--- src/rtl/da_dct8_pkg.sv ---
// Package da_dct8_pkg
// Shared state type and the elaboration-time coefficient-table builder for
// the distributed-arithmetic DCT. Assumes 0 < table fraction bits < 20.
package da_dct8_pkg;

    // Cosine constants scaled by 2^20 (rounded), the reference precision
    localparam int REF_FRAC = 20;
    localparam int K_A = 741455;   // cos(pi/4)
    localparam int K_B = 968758;   // cos(pi/8)
    localparam int K_C = 401273;   // sin(pi/8)
    localparam int K_D = 1028428;  // cos(pi/16)
    localparam int K_E = 871859;   // cos(3pi/16)
    localparam int K_F = 582558;   // sin(3pi/16)
    localparam int K_G = 204567;   // sin(pi/16)

    typedef enum logic [1:0] {
        ST_LOAD = 2'd0,
        ST_BFLY = 2'd1,
        ST_CALC = 2'd2,
        ST_OUT  = 2'd3
    } dct_state_e;

    // Coefficient of operand col (0..3) for output row k (0..7), scale 2^20
    function automatic int row_coef(input int k, input int col);
        int r [4];
        case (k)
            0:       r = '{ K_A,  K_A,  K_A,  K_A};
            2:       r = '{ K_B,  K_C, -K_C, -K_B};
            4:       r = '{ K_A, -K_A, -K_A,  K_A};
            6:       r = '{ K_C, -K_B,  K_B, -K_C};
            1:       r = '{ K_D,  K_E,  K_F,  K_G};
            3:       r = '{ K_E, -K_G, -K_D, -K_F};
            5:       r = '{ K_F, -K_D,  K_G,  K_E};
            default: r = '{ K_G, -K_F,  K_E, -K_D};
        endcase
        return r[col];
    endfunction

    // Table entry: sum of selected coefficients, rounded to 'frac' bits.
    // Address bit 3 selects operand 0, bit 0 selects operand 3.
    function automatic int table_entry(input int k, input int addr, input int frac);
        int acc;
        int sh;
        acc = 0;
        for (int m = 0; m < 4; m++) begin
            if (((addr >> (3 - m)) & 1) == 1) acc += row_coef(k, m);
        end
        sh = REF_FRAC - frac;
        return (acc + (1 << (sh - 1))) >>> sh;
    endfunction

endpackage

--- src/rtl/da_dct8_loader.sv ---
// Module da_dct8_loader
// Holds the eight incoming samples and folds them into four mirror sums and
// four mirror differences, one pair (i, 7-i) per butterfly cycle, using one
// shared adder and subtractor. Assumes OPW = DW + 1 so that no result overflows.
module da_dct8_loader #(
    parameter int DW  = 16,
    parameter int OPW = DW + 1
) (
    input  logic                  clk,
    input  logic                  rst_n,
    input  logic                  wr_en,
    input  logic [2:0]            wr_idx,
    input  logic [DW-1:0]         wr_data,
    input  logic                  bf_en,
    input  logic [1:0]            bf_idx,
    output logic signed [OPW-1:0] sum_o [4],
    output logic signed [OPW-1:0] dif_o [4]
);

    logic signed [DW-1:0]  smp [8];
    logic [2:0]            mir_idx;
    logic signed [OPW-1:0] lo_ext;
    logic signed [OPW-1:0] hi_ext;

    // Mirror read: pair member i and its partner 7-i
    assign mir_idx = 3'd7 - {1'b0, bf_idx};
    assign lo_ext  = OPW'(smp[{1'b0, bf_idx}]);
    assign hi_ext  = OPW'(smp[mir_idx]);

    // Sample store, written in arrival order
    always_ff @(posedge clk) begin
        if (!rst_n) begin
            for (int i = 0; i < 8; i++) smp[i] <= '0;
        end else if (wr_en) begin
            smp[wr_idx] <= $signed(wr_data);
        end
    end

    // Butterfly registers, one pair updated per butterfly cycle
    always_ff @(posedge clk) begin
        if (!rst_n) begin
            for (int i = 0; i < 4; i++) begin
                sum_o[i] <= '0;
                dif_o[i] <= '0;
            end
        end else if (bf_en) begin
            sum_o[bf_idx] <= lo_ext + hi_ext;
            dif_o[bf_idx] <= lo_ext - hi_ext;
        end
    end

endmodule

--- src/rtl/da_dct8_bitaddr.sv ---
// Module da_dct8_bitaddr
// Builds a 4-bit table address from one bit plane of four operands, with
// operand 0 in the address MSB. Purely combinational; assumes bp < OPW.
module da_dct8_bitaddr #(
    parameter int OPW = 17,
    parameter int BPW = $clog2(OPW)
) (
    input  logic signed [OPW-1:0] op [4],
    input  logic [BPW-1:0]        bp,
    output logic [3:0]            addr
);

    // One address bit per operand
    for (genvar m = 0; m < 4; m++) begin : g_bit
        assign addr[3-m] = op[m][bp];
    end

endmodule

--- src/rtl/da_dct8_lane.sv ---
// Module da_dct8_lane
// One output coefficient: a 16-entry coefficient-sum table for row ROW and
// a doubling accumulator. The first plane loads the negated table value
// (sign plane), later planes double and add. Assumes planes arrive MSB first.
module da_dct8_lane #(
    parameter int ROW  = 0,
    parameter int FRAC = 14,
    parameter int RW   = FRAC + 4,
    parameter int AW   = RW + 18
) (
    input  logic                 clk,
    input  logic                 rst_n,
    input  logic                 clr,
    input  logic                 step,
    input  logic                 first,
    input  logic [3:0]           addr,
    output logic signed [AW-1:0] acc_o
);

    logic signed [RW-1:0] tbl [16];
    logic signed [RW-1:0] tbl_q;
    logic signed [AW-1:0] tbl_ext;

    // Coefficient-sum table, computed at elaboration
    for (genvar a = 0; a < 16; a++) begin : g_tbl
        assign tbl[a] = RW'(da_dct8_pkg::table_entry(ROW, a, FRAC));
    end

    // Table lookup, sign-extended to accumulator width
    assign tbl_q   = tbl[addr];
    assign tbl_ext = AW'(tbl_q);

    // Shift-accumulate across bit planes
    always_ff @(posedge clk) begin
        if (!rst_n || clr) begin
            acc_o <= '0;
        end else if (step) begin
            if (first) acc_o <= -tbl_ext;
            else       acc_o <= (acc_o <<< 1) + tbl_ext;
        end
    end

    // Doubling must never lose a significant bit
    assert_acc_headroom_R7: assert property (@(posedge clk) disable iff (!rst_n)
        (step && !first && !clr) |-> (acc_o[AW-1] == acc_o[AW-2]));

endmodule

--- src/rtl/da_dct8.sv ---
// Module da_dct8
// Top of the distributed-arithmetic 8-point DCT-II. Sequencer runs
// load (8 samples) -> butterfly (4 cycles) -> bit planes (OPW cycles)
// -> output (8 cycles). Assumes inputs are signed DW-bit samples.
module da_dct8 #(
    parameter int DW   = 16,
    parameter int OW   = 16,
    parameter int FRAC = 14
) (
    input  logic          clk,
    input  logic          rst_n,
    input  logic          clr,
    input  logic          in_valid,
    output logic          in_ready,
    input  logic [DW-1:0] in_data,
    output logic          coef_valid,
    output logic [2:0]    coef_idx,
    output logic [OW-1:0] coef_data
);
    import da_dct8_pkg::*;

    localparam int OPW       = DW + 1;
    localparam int BPW       = $clog2(OPW);
    localparam int RW        = FRAC + 4;
    localparam int AW        = RW + OPW + 1;
    localparam int OUT_SHIFT = FRAC + 1;
    localparam logic [BPW-1:0] BP_TOP = BPW'(OPW - 1);

    dct_state_e           state;
    logic [2:0]           cnt;
    logic [BPW-1:0]       bp;
    logic signed [OPW-1:0] sums [4];
    logic signed [OPW-1:0] difs [4];
    logic [3:0]           even_addr;
    logic [3:0]           odd_addr;
    logic signed [AW-1:0] lane_acc [8];
    logic                 take;
    logic                 calc_step;
    logic                 first_plane;

    assign in_ready    = (state == ST_LOAD);
    assign take        = in_valid && in_ready;
    assign calc_step   = (state == ST_CALC);
    assign first_plane = (bp == BP_TOP);
    assign coef_valid  = (state == ST_OUT);
    assign coef_idx    = cnt;
    assign coef_data   = OW'(lane_acc[cnt] >>> OUT_SHIFT);

    // Sequencer: phase, shared slot counter and bit-plane pointer
    always_ff @(posedge clk) begin
        if (!rst_n || clr) begin
            state <= ST_LOAD;
            cnt   <= '0;
            bp    <= BP_TOP;
        end else begin
            case (state)
                ST_LOAD: if (in_valid) begin
                    cnt <= cnt + 3'd1;
                    if (cnt == 3'd7) state <= ST_BFLY;
                end
                ST_BFLY: begin
                    cnt <= cnt + 3'd1;
                    if (cnt == 3'd3) begin
                        cnt   <= '0;
                        bp    <= BP_TOP;
                        state <= ST_CALC;
                    end
                end
                ST_CALC: begin
                    bp <= bp - 1'b1;
                    if (bp == '0) begin
                        bp    <= BP_TOP;
                        state <= ST_OUT;
                    end
                end
                default: begin
                    cnt <= cnt + 3'd1;
                    if (cnt == 3'd7) state <= ST_LOAD;
                end
            endcase
        end
    end

    da_dct8_loader #(.DW(DW), .OPW(OPW)) u_loader (
        .clk     (clk),
        .rst_n   (rst_n),
        .wr_en   (take),
        .wr_idx  (cnt),
        .wr_data (in_data),
        .bf_en   (state == ST_BFLY),
        .bf_idx  (cnt[1:0]),
        .sum_o   (sums),
        .dif_o   (difs)
    );

    da_dct8_bitaddr #(.OPW(OPW), .BPW(BPW)) u_addr_even (
        .op   (sums),
        .bp   (bp),
        .addr (even_addr)
    );

    da_dct8_bitaddr #(.OPW(OPW), .BPW(BPW)) u_addr_odd (
        .op   (difs),
        .bp   (bp),
        .addr (odd_addr)
    );

    // Eight lanes: even rows read sum planes, odd rows read difference planes
    for (genvar k = 0; k < 8; k++) begin : g_lane
        da_dct8_lane #(.ROW(k), .FRAC(FRAC), .RW(RW), .AW(AW)) u_lane (
            .clk   (clk),
            .rst_n (rst_n),
            .clr   (clr),
            .step  (calc_step),
            .first (first_plane),
            .addr  (((k % 2) == 0) ? even_addr : odd_addr),
            .acc_o (lane_acc[k])
        );
    end

    // Clear always lands in loading with no output
    assert_clear_state_R1: assert property (@(posedge clk) disable iff (!rst_n)
        clr |=> (in_ready && !coef_valid));

    // Loading and output never overlap
    assert_ready_excl_R2: assert property (@(posedge clk) disable iff (!rst_n)
        in_ready |-> !coef_valid);

    // The eighth accepted sample closes the load window
    assert_fill_stop_R2: assert property (@(posedge clk) disable iff (!rst_n)
        (take && cnt == 3'd7 && !clr) |=> !in_ready);

    // Indices advance by one on consecutive output cycles
    assert_idx_step_R4: assert property (@(posedge clk) disable iff (!rst_n)
        (coef_valid && coef_idx != 3'd7 && !clr) |=>
            (coef_valid && coef_idx == $past(coef_idx) + 3'd1));

    // After the last index the block is ready again
    assert_resume_R4: assert property (@(posedge clk) disable iff (!rst_n)
        (coef_valid && coef_idx == 3'd7 && !clr) |=> in_ready);

    // Planes are visited strictly downward
    assert_plane_order_R6: assert property (@(posedge clk) disable iff (!rst_n)
        (state == ST_CALC && bp != '0 && !clr) |=> (bp == $past(bp) - 1'b1));

endmodule

--- config.mk ---
export PLATFORM = sky130hd
export DESIGN_NAME = da_dct8
export DESIGN_NICKNAME = d
export VERILOG_FILES = /design/src/rtl/da_dct8_pkg.sv /design/src/rtl/da_dct8_loader.sv /design/src/rtl/da_dct8_bitaddr.sv /design/src/rtl/da_dct8_lane.sv /design/src/rtl/da_dct8.sv
export SDC_FILE = /design/constraint.sdc
export NUM_CORES = 2
export LEC_CHECK = 0
export CAP_MARGIN = 20
export CORE_MARGIN = 5
export CORE_UTILIZATION = 70
export CTS_CLUSTER_DIAMETER = 40
export CTS_CLUSTER_SIZE = 12
export DETAILED_ROUTE_END_ITERATION = 12
export PLACE_DENSITY = 0.84
export SLEW_MARGIN = 25
export SYNTH_ARGS = -nofsm -noshare
export SYNTH_HDL_FRONTEND = slang
export SYNTH_SLANG_ARGS = --single-unit
--- constraint.sdc ---
create_clock -name clk -period 16.7 [get_ports clk]
set_clock_uncertainty 0.1 [all_clocks]
set_input_delay 2.505 -clock clk [delete_from_list [all_inputs] [get_ports clk]]
set_output_delay 2.505 -clock clk [all_outputs]
set_load 0.01 [all_outputs]
Yosys cells after proc, flatten, opt, wreduce, memory -nomap -nowiden --
Memory sizes are Yosys's and may differ from the RTL's. A register that Yosys moved wholly into a read port is not among the register bits. Index checks and enable logic that the tools add are counted.
Storage, ports and cells: flip-flop bits (word level) 434, bits in writable memories 128, bits in read-only memories 2304, input port bits 20, output and inout bits 21, logic and storage cells 150, memories kept 9
Memory list:
- (name not given) | words 16, width 18, read ports 1, clocked after memory_dff 0, wr ports 0, line da_dct8_lane.sv:30 | assign tbl_q = tbl[addr];
- (name not given) | words 16, width 18, read ports 1, clocked after memory_dff 0, wr ports 0, line da_dct8_lane.sv:30
- (name not given) | words 16, width 18, read ports 1, clocked after memory_dff 0, wr ports 0, line da_dct8_lane.sv:30
- (name not given) | words 16, width 18, read ports 1, clocked after memory_dff 0, wr ports 0, line da_dct8_lane.sv:30
- (name not given) | words 16, width 18, read ports 1, clocked after memory_dff 0, wr ports 0, line da_dct8_lane.sv:30
- (name not given) | words 16, width 18, read ports 1, clocked after memory_dff 0, wr ports 0, line da_dct8_lane.sv:30
- 3 more memories
Operators by class: add/sub/neg operators 21, magnitude comparators 6, eq/ne operators 10, multiplexer cells 68, bitwise operators 5, reduce and logical (&&, ||, !) cells 12
Operators by type and width (number):
- $add A36 B18 Y36 | 8
- $mux W18 | 16
- $mux W36 | 8
- $neg A18 Y36 | 8
- $bwmux W68 | 2
- $bmux W36 S3 | 1
- $mux W31 | 2
- $bmux W1 S5 | 8
- $demux W17 S2 | 1
- $add A16 B16 Y17 | 1
- $mux W17 | 1
- $sub A16 B16 Y17 | 1
- $mux W16 | 1
- $reduce_or A16 Y1 | 1
- $mux W3 | 5
- $mux W1 | 13
- $ge A5 B5 Y1 const B | 2
- $mux W2 | 5
- $mux W5 | 2
- $not A4 Y5 | 2
- $pmux W5 S2 | 1
- $pmux W3 S3 | 1
- $lt A5 B6 Y1 const B | 1
- $pmux W2 S3 | 1
- other kinds (25) | 30

Depth between registers and ports, before layout --
word-level depth 8, mapped depth 32, depth with buffers taken out 27

Hierarchy --
From an unflattened synthesis, not the netlist that was laid out.
Unflattened totals: cells, all modules 5372, area total of the unflattened synthesis 45895.3 µm²
Modules (own cells, without submodules):
- da_dct8_loader | times used 1, cells an instance 1156, area an instance 12453.2 µm², sequential area each 6486.2 µm²
- da_dct8_lane at g_lane[2].u_lane | times used 1, cells an instance 562, area an instance 4159.0 µm², sequential area each 720.7 µm²
- da_dct8_lane at g_lane[5].u_lane | times used 1, cells an instance 554, area an instance 4140.2 µm², sequential area each 720.7 µm²
- da_dct8_lane at g_lane[7].u_lane | times used 1, cells an instance 524, area an instance 4041.4 µm², sequential area each 720.7 µm²
- da_dct8_lane at g_lane[3].u_lane | times used 1, cells an instance 522, area an instance 3998.8 µm², sequential area each 720.7 µm²
- da_dct8_lane at g_lane[6].u_lane | times used 1, cells an instance 505, area an instance 3956.3 µm², sequential area each 720.7 µm²
- da_dct8_lane at g_lane[4].u_lane | times used 1, cells an instance 441, area an instance 3508.4 µm², sequential area each 720.7 µm²
- da_dct8_lane at g_lane[1].u_lane | times used 1, cells an instance 450, area an instance 3427.0 µm², sequential area each 720.7 µm²
- da_dct8_lane at g_lane[0].u_lane | times used 1, cells an instance 429, area an instance 3407.0 µm², sequential area each 720.7 µm²
- da_dct8 | times used 1, cells an instance 133, area an instance 1615.3 µm², sequential area each 200.2 µm²
- da_dct8_bitaddr | times used 2, cells an instance 48, area an instance 594.3 µm², sequential area each 0.0 µm²

Worst setup path after synthesis --
Ideal clock, no wire load.
kind reg2reg, start reg bp[0], end reg g_lane[6].u_lane.acc_o[27], library setup time 119 ps, arrival 6500 ps, slack 9982 ps, stages on the path, launching flop included 33, clock period less this slack 6718 ps, path through dfxtp_1 -> buf_6 -> buf_6 -> buf_6 -> buf_2 -> mux4_2 -> mux4_2 -> a22o_1 -> inv_1 -> ha_1 -> inv_1 -> clkbuf_1 -> nor2_1 -> a21oi_1 -> xnor2_1 -> inv_1 -> ha_1 -> inv_1 -> fa_1 -> nor2b_1 -> o21ai_0 -> a21boi_0 -> o21ai_0 -> nand2b_1 -> a21oi_1 -> o21ai_0 -> a211oi_1 -> or3_1 -> a21oi_1 -> o211ai_1 -> and3_1 -> o21a_1 -> o221a_2
Between the ends: longest elaborated chain between the ends 8, elaborated cells between the ends (all ways) 16, classes of those cells add/sub (2); eq/ne (1); mux (11); bitwise (1); memory (1)
RTL lines:
- start, declared | line da_dct8.sv:31 | logic [BPW-1:0] bp;
- start signal, assigned | line da_dct8.sv:70 | bp <= bp - 1'b1;
- $bmux W1 S5 | line da_dct8_bitaddr.sv:15 | assign addr[3-m] = op[m][bp];
- $mux W1 (implied by the code) | line da_dct8_bitaddr.sv:15
- $not A4 Y5 (implied by the code) | line da_dct8_lane.sv:30
- $mem_v2 Z16 W18
- $mux W18 (implied by the code) (2 in a row) | line da_dct8_lane.sv:30
- $add A36 B18 Y36 / $neg A18 Y36 (equally long branches) | line da_dct8_lane.sv:39, da_dct8_lane.sv:38
- $mux W36 (*) | line da_dct8_lane.sv:38 | if (first) acc_o <= -tbl_ext;
- end signal, assigned | line da_dct8_lane.sv:38
- end signal, assigned | line da_dct8_lane.sv:39 | else acc_o <= (acc_o <<< 1) + tbl_ext;
- end, declared | line da_dct8_lane.sv:17 | output logic signed [AW-1:0] acc_o
Every way passes the cells marked *; elsewhere a longest branch is shown, timed or not. The select of a mux whose other input is x is not followed. A chain may end at the register's enable or synchronous reset.

Worst setup path after layout --
start reg bp[0], end reg g_lane[4].u_lane.acc_o[29]
Between the ends: longest elaborated chain between the ends 8, elaborated cells between the ends (all ways) 16, classes of those cells add/sub (2); eq/ne (1); mux (11); bitwise (1); memory (1)
RTL lines (line):
- $bmux W1 S5 | da_dct8_bitaddr.sv:15
- $mux W1 (implied by the code) | da_dct8_bitaddr.sv:15
- $not A4 Y5 (implied by the code) | da_dct8_lane.sv:30
- $mem_v2 Z16 W18
- $mux W18 (implied by the code) (2 in a row) | da_dct8_lane.sv:30
- $add A36 B18 Y36 / $neg A18 Y36 (equally long branches) | da_dct8_lane.sv:39, da_dct8_lane.sv:38
- $mux W36 (*) | da_dct8_lane.sv:38
- end signal, assigned | da_dct8_lane.sv:38
- end signal, assigned | da_dct8_lane.sv:39
- end, declared | da_dct8_lane.sv:17
Marks and branches as above.

==> impl_metrics.toml <==
[clock_network]
number_of_buffers_created_by_cts = 83
clk_root_buffer_cell = "sky130_fd_sc_hd__clkbuf_16"
cts_hold_repair.buffers = 0
post-cts-setup-buffers = 0
clock_tree_from_tritoncts = "yes"
clock_tree.buffer_depth = 3
worst_setup_hold_path_clk_slew_ns = 0.06
worstSkewPairLatency_ns = 0.64
number_of_levels_in_the_clock_h_tree = 3
cts_repair_resized_insts = 0
clock_sink_count = 520

[sta]
rsz0062_at_grt = "no"
period_minus_slack_ns = 8.28
timing_worst_slew_pin_value_ns = 1.11
period_share = 0.496
final-max-slew-violation-count = 0
setup-tns-final_ns = 0
max_clock_freq_mhz = 121
finalSetupViolations = 0
fin_hold_viols = 0
slew_headroom = 0.251

[synthesis]
number_of_flops_mapped_to_enable_cells_by_yosys = 128
synth_simple_gate_area_share = 0.189
async_flop_share = 0
synth_top_family_by_area = "compound AO/OA/AOI/OAI gates"
netlist-cell-type-count = 115
syn_avg_cell_area_sq_um = 8.17
synthXorXnorAreaFrac = 0.0665
syn-cell-area_sq_um = 38100
post_synth_main_area_contributors = "sky130_fd_sc_hd__dfxtp_1, sky130_fd_sc_hd__edfxtp_1, sky130_fd_sc_hd__ha_1"
synth.net_count = 4944
netlist_top_cells_count = "sky130_fd_sc_hd__nor2_1, sky130_fd_sc_hd__a21oi_1, sky130_fd_sc_hd__dfxtp_1"
yosys.area_share.adder = 0.0897
synth_cells = 4657
synth.largest_area_cell = "sky130_fd_sc_hd__dfxtp_1"
synth_top_area_share = 0.206
synth_compound_area_frac = 0.246
yosysSeqAreaShare = 0.307
yosysWarnings = 0
synth-main-ff-cell = "sky130_fd_sc_hd__dfxtp_1"
ys_ff_latch = 520
synthMuxAreaShare = 0.0510
yosys.cell_count.top_type = "sky130_fd_sc_hd__nor2_1"

[critical_path]
critical_path.endpoint_type = "flip-flop"
critical_path.max_fanout = 33
cpMaxStageDelayCell = "sky130_fd_sc_hd__a22o_1"
max_stage_delay_ns = 0.75
critical_path_required_ns = 17.12
timing.critical_path.mode_cell = "sky130_fd_sc_hd__o21ai_0"
timing.critical_path.from_type = "flip-flop"
arrival_ns = 8.69
cp_cell_sequence = "buf_4, mux4_2, mux4_2, a22oi_4, inv_2, a21oi_1, a22o_1, inv_1, fa_1, nor2b_1, o21ai_0, a21boi_0, o21ai_0, a21boi_0, o21ai_0, a21oi_1, o21ai_0, a31o_2, o21ai_0, a31oi_1, o21ai_0, mux2i_1, nand2_1"
critPathKind = "flip-flop to flip-flop"

[placed_design]
postPlaceCellArea_sq_um = 38600
port_buffers = 40
dpl.cell_count = 5137
sum_of_net_half_perimeters_after_detailed_placement_mm = 76.1
finalWeightedCongestion = 1.03

[detailed_routing]
dr.first_iter.drc_count = 4726
postRouteAntennaNets = 0
wl_per_cell_um = 21.6
drc = 0
dr_total_vias = 36300
wl_mm = 114
drt_first_pass_iters = 7
routed_via_density = 6.85

[cells_and_area]
post-route-cell-area_sq_um = 41500
areaGrowthSynthToFinish_pct = 8.94
num-nets-final = 4813
final-instance-count-excl-fill = 5290
drive_gt1_frac = 0.0799

[global_route]
global_route_wire_length_before_repair_mm = 180
vias_in_the_first_global_route = 33500
antenna_found_initial = 2
grt_remaining_overflow = 0
maximum_number_of_pins_on_one_net_before_global_route_repair = 149
globalRouteTotalUtil = 0.367

[pwr]
power.switching_uw = 817
swShare = 0.249
vdd_drop_max_mv = 0.105
cell_internal_power_mw = 2.46
cellPowerDensity_nw_per_um2 = 79.0
total_power_mw = 3.28
power_leakage_nw = 17.3
pwr-share-seq = 0.399
pwr-share-comb = 0.056
clock_power_share = 0.545

[die]
die_height_um = 243
fp.dieArea_sq_um = 59100
initial_core_util = 0.707
die_w_um = 243
io_pins = 41
std_cell_rows = 85
core-area_sq_um = 53800

[flow_run]
cap_violations = 0

[hold_path]
worstHoldPathType = "flip-flop to flip-flop"

[status]
status = "finished clean"
per-layer routing:
layer / wire (um) / global-route usage
met5: 13 / 0
met4: 6150 / 0.175
met3: 11000 / 0.0622
met2: 50900 / 0.577
met1: 46400 / 0.496
kinds of logic (layout without fill, tap and decap cells):
logic type                 count (synthesis)  count (layout)
AOI/OAI and AO/OA                       1452            1452
xor gates and xnor gates                 288             288
adders and majority gates                267             267
buffers and inverters                    477             412
DFF                                      520             520
muxes                                    120             120
other                                      0               2
and+or+nand+nor                         1533            1533
power groups by stage:
stage	Combinational (mW)	Clock, mW	Sequential, mW
2_1_floorplan	0.110	0	1.33
3_5_place_dp	0.173	0	1.33
6_report	0.184	1.79	1.31
5_1_grt	0.195	1.85	1.31
4_1_cts	0.175	1.79	1.31
3_3_place_gp	0.171	0	1.33
layout make-up:
type | instances | area, sq um
inverters | 171 | 646
fillers | 3855 | 12300
clock buffers | 100 | 2220
multi-input cells | 3660 | 24600
clock inverters | 51 | 664
well taps | 696 | 871
repair buffers | 90 | 801
diodes | 2 | 5.00
flip-flops and latches | 520 | 11700
worst max-delay path, delay by kind of cell (launching register included):
kind / cells / cell delay, ns
flops: 1 / 0.62
compound gates: 14 / 4.07
buf+inv: 3 / 1.21
fa+ha+maj: 1 / 0.52
mux: 3 / 1.34
simple gates: 2 / 0.19
state kept, by name (all words and copies together) (netlist names), named ones only:
signal and count:
state 2, coef_idx 3, u_loader.sum_o 64, u_loader.smp 128, g_lane.u_lane.acc_o 248, u_loader.dif_o 68
bp 5
stage by stage:
stage                     setup slack (ns)  hold slack (ns)   util
after floorplan                       9.98            0.333      -
after global placement                8.87            0.342  0.716
after detailed placement              8.65            0.346  0.716
after CTS                             8.56            0.354  0.770
after global routing                  7.92            0.383  0.771
final                                 8.42            0.356  0.771
path summary, 6_finish.rpt:
| check | endpoint | startpoint | cells past startpoint | slack, ns |
|---|---|---|---|---|
| min reg2reg | u_loader.dif_o[30] | u_loader.dif_o[30] | 2 | 0.36 |
| min | u_loader.dif_o[30] | u_loader.dif_o[30] | 2 | 0.36 |
| max | g_lane[4].u_lane.acc_o[29] | bp[0] | 23 | 8.42 |
| max reg2reg | g_lane[4].u_lane.acc_o[29] | bp[0] | 23 | 8.42 |
cell usage in the layout (no fill, tap or decap), types with 27 or more instances in the layout:
cell type / netlist / final
sky130_fd_sc_hd__xnor2_1: 188 / 188
sky130_fd_sc_hd__a22oi_1: 82 / 81
sky130_fd_sc_hd__nor2_1: 596 / 593
sky130_fd_sc_hd__clkbuf_16: 0 / 83
sky130_fd_sc_hd__o21bai_1: 31 / 31
sky130_fd_sc_hd__nand2_1: 334 / 331
sky130_fd_sc_hd__and3_1: 166 / 165
sky130_fd_sc_hd__o21ai_0: 316 / 315
sky130_fd_sc_hd__a31oi_1: 58 / 57
sky130_fd_sc_hd__mux2i_1: 50 / 50
sky130_fd_sc_hd__a211oi_1: 146 / 146
sky130_fd_sc_hd__nand3_1: 88 / 88
sky130_fd_sc_hd__or3_1: 31 / 31
sky130_fd_sc_hd__o211ai_1: 34 / 34
sky130_fd_sc_hd__a21o_1: 63 / 63
sky130_fd_sc_hd__buf_4: 10 / 48
sky130_fd_sc_hd__nor3_1: 98 / 94
sky130_fd_sc_hd__xor2_1: 99 / 99
sky130_fd_sc_hd__nand2b_1: 47 / 46
sky130_fd_sc_hd__ha_1: 257 / 256
sky130_fd_sc_hd__nand4_1: 36 / 36
sky130_fd_sc_hd__mux4_2: 58 / 58
sky130_fd_sc_hd__a21oi_1: 418 / 418
sky130_fd_sc_hd__clkdlybuf4s50_1: 0 / 40
sky130_fd_sc_hd__a311oi_1: 27 / 27
sky130_fd_sc_hd__inv_1: 160 / 160
sky130_fd_sc_hd__o21a_1: 39 / 39
sky130_fd_sc_hd__edfxtp_1: 128 / 128
sky130_fd_sc_hd__nor2b_1: 28 / 28
sky130_fd_sc_hd__dfxtp_1: 392 / 391
Power figures use the tool's default switching activity.
